`config.mk`:
```
export PLATFORM = sky130hd
export DESIGN_NAME = seqdrv_loader
export DESIGN_NICKNAME = d
export VERILOG_FILES = /design/src/rtl/seqdrv_pkg.sv /design/src/rtl/seqdrv_req_sync.sv /design/src/rtl/seqdrv_counter.sv /design/src/rtl/seqdrv_outmap.sv /design/src/rtl/seqdrv_loader.sv
export SDC_FILE = /design/constraint.sdc
export NUM_CORES = 1
export LEC_CHECK = 0
export BUFFER_PORTS_ARGS = -buffer_cell sky130_fd_sc_hd__buf_2
export CAP_MARGIN = 20
export CORE_MARGIN = 2
export CORE_UTILIZATION = 40
export DETAILED_ROUTE_END_ITERATION = 10
export PLACE_DENSITY_LB_ADDON = 0.08
export RECOVER_POWER = 25
export SLEW_MARGIN = 0
export SYNTH_ARGS = -nofsm -noshare
export SYNTH_HDL_FRONTEND = slang
export SYNTH_HIERARCHICAL = 1
export SYNTH_SLANG_ARGS = --single-unit
```
`constraint.sdc`:
```
create_clock -name clk -period 1.6 [get_ports clk]
set_input_delay 0.16 -clock clk [delete_from_list [all_inputs] [get_ports clk]]
set_output_delay 0.16 -clock clk [all_outputs]
set_load 0.1 [all_outputs]
```
`src/rtl/seqdrv_pkg.sv`:
```
package seqdrv_pkg;
  localparam int ST_W   = 5;
  localparam int ADDR_W = ST_W - 1;

  typedef logic [ST_W-1:0] st_t;

  localparam st_t ST_START = 5'b11110;
  localparam st_t ST_MODE  = 5'b11111;
  localparam st_t ST_STOP  = 5'b10000;

  // advance: the carry out of the low nibble sets the fifth bit
  function automatic st_t st_next(st_t s);
    return s + st_t'(1);
  endfunction

  function automatic logic st_is_data(st_t s);
    return !s[ST_W-1];
  endfunction

  // driver pair served by a data state
  function automatic logic st_pair(st_t s);
    return s[ADDR_W-1];
  endfunction

  // digit enable index written by a given store address
  function automatic logic [ADDR_W-1:0] enable_index(logic [ADDR_W-1:0] a);
    return {ADDR_W{1'b1}} - a;
  endfunction
endpackage

```
`src/rtl/seqdrv_req_sync.sv`:
```
module seqdrv_req_sync #(
  parameter int SYNC_STAGES = 2
) (
  input  logic clk,
  input  logic rst_n,
  input  logic req_async,
  output logic req_rise
);
  logic [SYNC_STAGES-1:0] sync_q;
  logic                   last_q;

  always_ff @(posedge clk or negedge rst_n) begin
    if (!rst_n) begin
      sync_q <= '0;
      last_q <= 1'b0;
    end else begin
      sync_q <= {sync_q[SYNC_STAGES-2:0], req_async};
      last_q <= sync_q[SYNC_STAGES-1];
    end
  end

  assign req_rise = sync_q[SYNC_STAGES-1] && !last_q;
endmodule

```
`src/rtl/seqdrv_counter.sv`:
```
module seqdrv_counter
  import seqdrv_pkg::*;
(
  input  logic clk,
  input  logic rst_n,
  input  logic step_en,
  input  logic req_rise,
  output st_t  st,
  output logic phase,
  output logic pending,
  output logic start_evt
);
  logic active;

  assign active    = (st != ST_STOP);
  assign start_evt = step_en && !active && pending;

  always_ff @(posedge clk or negedge rst_n) begin
    if (!rst_n) begin
      st      <= ST_STOP;
      phase   <= 1'b0;
      pending <= 1'b0;
    end else begin
      pending <= (pending && !start_evt) || req_rise;
      if (start_evt) begin
        st    <= ST_START;
        phase <= 1'b0;
      end else if (step_en && active) begin
        phase <= !phase;
        if (phase) st <= st_next(st);
      end
    end
  end

  a_r9_start_enters: assert property (@(posedge clk) disable iff (!rst_n)
    start_evt |=> (st == ST_START) && !phase);
  a_r9_mode_to_data: assert property (@(posedge clk) disable iff (!rst_n)
    (st == ST_MODE && phase && step_en) |=> (st == 5'b00000));
  a_r9_last_to_stop: assert property (@(posedge clk) disable iff (!rst_n)
    (st == 5'b01111 && phase && step_en) |=> (st == ST_STOP));
  a_r9_stop_holds: assert property (@(posedge clk) disable iff (!rst_n)
    (st == ST_STOP && !start_evt) |=> (st == ST_STOP));
  a_r8_no_step_no_move: assert property (@(posedge clk) disable iff (!rst_n)
    !step_en |=> $stable(st) && $stable(phase));
  a_r7_edge_kept: assert property (@(posedge clk) disable iff (!rst_n)
    req_rise |=> pending);
endmodule

```
`src/rtl/seqdrv_outmap.sv`:
```
module seqdrv_outmap
  import seqdrv_pkg::*;
#(
  parameter int              DATA_W    = 8,
  parameter logic [DATA_W-1:0] MODE_WORD = 8'hA5
) (
  input  st_t               st,
  input  logic              phase,
  input  logic [DATA_W-1:0] store_data,
  output logic [ADDR_W-1:0] store_addr,
  output logic [DATA_W-1:0] bus_data,
  output logic              mode_sel,
  output logic [1:0]        wr_n
);
  assign store_addr = st[ADDR_W-1:0];
  assign mode_sel   = (st == ST_MODE);

  always_comb begin
    if (mode_sel)            bus_data = MODE_WORD;
    else if (st_is_data(st)) bus_data = store_data;
    else                     bus_data = '0;
  end

  for (genvar p = 0; p < 2; p++) begin : g_pair
    logic hit;
    assign hit     = mode_sel || (st_is_data(st) && (st_pair(st) == 1'(p)));
    assign wr_n[p] = !(phase && hit);
  end
endmodule

```
`src/rtl/seqdrv_loader.sv`:
```
module seqdrv_loader
  import seqdrv_pkg::*;
#(
  parameter int                DATA_W    = 8,
  parameter logic [DATA_W-1:0] MODE_WORD = 8'hA5
) (
  input  logic              clk,
  input  logic              rst_n,
  input  logic              upd_req,
  input  logic              step_en,
  input  logic [DATA_W-1:0] store_data,
  output logic [3:0]        store_addr,
  output logic [DATA_W-1:0] bus_data,
  output logic              mode_sel,
  output logic [1:0]        wr_n
);
  logic req_rise;
  logic phase;
  logic pending;
  logic start_evt;
  st_t  st;

  seqdrv_req_sync #(.SYNC_STAGES(2)) u_sync (
    .clk(clk), .rst_n(rst_n), .req_async(upd_req), .req_rise(req_rise));

  seqdrv_counter u_cnt (
    .clk(clk), .rst_n(rst_n), .step_en(step_en), .req_rise(req_rise),
    .st(st), .phase(phase), .pending(pending), .start_evt(start_evt));

  seqdrv_outmap #(.DATA_W(DATA_W), .MODE_WORD(MODE_WORD)) u_map (
    .st(st), .phase(phase), .store_data(store_data),
    .store_addr(store_addr), .bus_data(bus_data),
    .mode_sel(mode_sel), .wr_n(wr_n));

  a_r3_all_low_is_mode: assert property (@(posedge clk) disable iff (!rst_n)
    (wr_n == 2'b00) |-> mode_sel);
  a_r5_bus_held: assert property (@(posedge clk) disable iff (!rst_n)
    (wr_n != 2'b11 && $past(wr_n) != 2'b11) |-> $stable(bus_data));
  a_r1_idle_quiet: assert property (@(posedge clk) disable iff (!rst_n)
    (st == ST_STOP) |-> (wr_n == 2'b11) && !mode_sel);
endmodule

```
==> reports/metrics.yaml <==
cts:
  h-tree-depth: 1
  cts.clk_slew.worst_paths_ps: 60
  clock-sinks: 10
  insertion_delay_ps: 270
  cts_tree: "done"
  cts_buffers: 3
  cts_root_buf: "clkbuf_4"
  cts_max_path_buffers: 2
placed_design:
  hpwl_um: 1119
  port_buffers: 26
  dp.cells: 102
  finalWeightedCongestion: 0.8606
  post_dp_cell_area_um2: 973.4
synth:
  avgSynthCellArea_um2: 10.47
  yosysWarningCount: 6
  syn-cell-area_um2: 649.4
  synth_cells: 62
  syn_nets: 76
detailed_routing:
  dr.pass1.iters: 4
  vias: 592
  via_per_inst: 5.286
  drt_iter0_drc: 9
  drt_wl_total_um: 1453
  drc_errors: 0
  wire_per_inst_um: 12.97
  final_antenna_net_count: 0
setup_path:
  cp-end-kind: "primary output"
  r2r_cells: 5
  crit_type: "reg -> out"
  crit_fanout: 6
  slowest_delay_ps: 590
  start_kind: "flop"
  arrival_ps: 1400
  r2r-start: "u_cnt/st[4]"
  crit_path_cell_trace: "buf_4, nor2_1, o2bb2a_4, buf_12"
  worstPathRequired_ps: 1440
  critPathLaunch: "u_cnt/st[4]"
  critPathSlowestCell: "dfstp_2"
sta:
  fmax_ghz: 0.6407
  worst_pin_slew_ps: 529.1
  final.period_utilization_pct: 97.55
  setup_viol: 0
  finalCriticalPeriod_ps: 1561
  rsz0062_at_grt: "yes"
  hold_viol: 0
  skew_ps: 5.412
  finalMaxSlewViolations: 0
  slew_headroom_pct: 64.73
status:
  status: "complete, no violations"
cells_and_area:
  drive_gt1_share_pct: 61.46
  final_util_pct: 72.26
  layoutNonFillerInstCount: 112
  antenna_cells: 0
  nets: 111
  syn2layout_area_growth_pct: 67.63
  fill_cells: 119
  design_area_um2: 1089
floorplan:
  rows: 14
  dieArea_um2: 1962
  dieHeight_um: 44.29
  core-area_um2: 1506
  die_w_um: 44.29
  start_util_pct: 43.11
  ios: 27
global_route:
  grt_overflow_total: 0
  grt_pass1_wl_um: 2311
  first_global_vias: 554
  grt_max_degree: 12
  antenna_found_initial: 0
  grt_usage_pct: 16.85
pwr:
  leakagePower_nw: 0.4911
  pwr_density_cell_nw_per_um2: 1228
  ir_worst_vdd_v: 0.0008417
  fin_total_pwr_mw: 1.336
min_path:
  hold_start: "step_en"
  whs_path_depth: 3
  hold_path.class: "in -> reg"
job:
  max-cap-violations: 0
-- report_power, final --
group          leakage, nW  total (mW)  internal (mW)  switching [mW]
combinational        0.358       0.765          0.242           0.523
clock               0.0210       0.221          0.138          0.0827
sequential           0.112       0.351          0.294          0.0567
total                0.491        1.34          0.674           0.663
-- cell usage in the layout (no fill, tap or decap), types with 2 or more instances in the layout --
master	n
buf_2	15
nand2_1	6
o22ai_1	2
buf_12	7
ha_1	2
dfrtp_2	3
dfrtp_1	6
inv_1	6
dlygate4sd3_1	2
and2b_2	4
a2bb2oi_1	2
clkbuf_4	3
buf_6	5
buf_4	5
mux2i_1	2
o22ai_4	4
-- registers in the layout (all words and copies together), names as in the netlist --
| signal | count |
|---|---|
| u_sync/last_q | 1 |
| u_cnt/pending | 1 |
| u_cnt/phase | 1 |
| u_sync/sync_q | 2 |
| u_cnt/st | 5 |
-- metrics by stage --
stage | hold slack [ps] | TNS, ps | worst slack (ps)
after floorplan | -135.6 | 0 | 9.702
after global placement | 23.55 | 0 | 176.8
after detailed placement | 26.98 | 0 | 164.1
after CTS | 207.3 | 0 | 10.82
after global routing | 216.4 | -66.50 | -19.30
final | 216.7 | 0 | 39.23
-- per-layer routing --
layer	vias up	wire length [um]	track usage, %
met5	-	0	0
met4	0	18	7.273
met3	5	79	7.347
met2	15	751	25.59
met1	287	604	20.77
li1	285	-	-
-- layout make-up --
cell class | count | area [um2] | share of cell area, %
multi-input cells | 41 | 421.7 | 38.74
repair buffers | 35 | 332.8 | 30.57
flip-flops and latches | 10 | 255.2 | 23.45
clock buffers | 4 | 36.28 | 3.333
inverters | 6 | 22.52 | 2.069
well taps | 16 | 20.02 | 1.839
-- critical path, delay by kind of cell (launching register included) --
family	cells	cell delay, ps
buffers and inverters	2	290
flip-flops	1	590
AO/OA/AOI/OAI	1	210
AND/OR/NAND/NOR	1	40
-- timing repair --
| action | 4_1_cts | 5_1_grt |
|---|---|---|
| gates resized for setup | 6 | 5 |
| pin swaps | 2 | 2 |
| endpoints found under the hold margin | 11 | 0 |
| buffers inserted | 4 | 0 |
| hold buffers | 2 | 0 |
| setup endpoints to repair | 10 | 9 |
-- worst paths after layout --
check	end	slack, ps
setup reg to reg	u_cnt/st[2]	120
hold reg to reg	u_sync/sync_q[1]	350
hold / removal	u_cnt/phase	220
max in group asynchronous	u_cnt/st[0]	840
min in group asynchronous	u_cnt/pending	380
setup / recovery	wr_n[0]	40
Power figures use the tool's default switching activity.
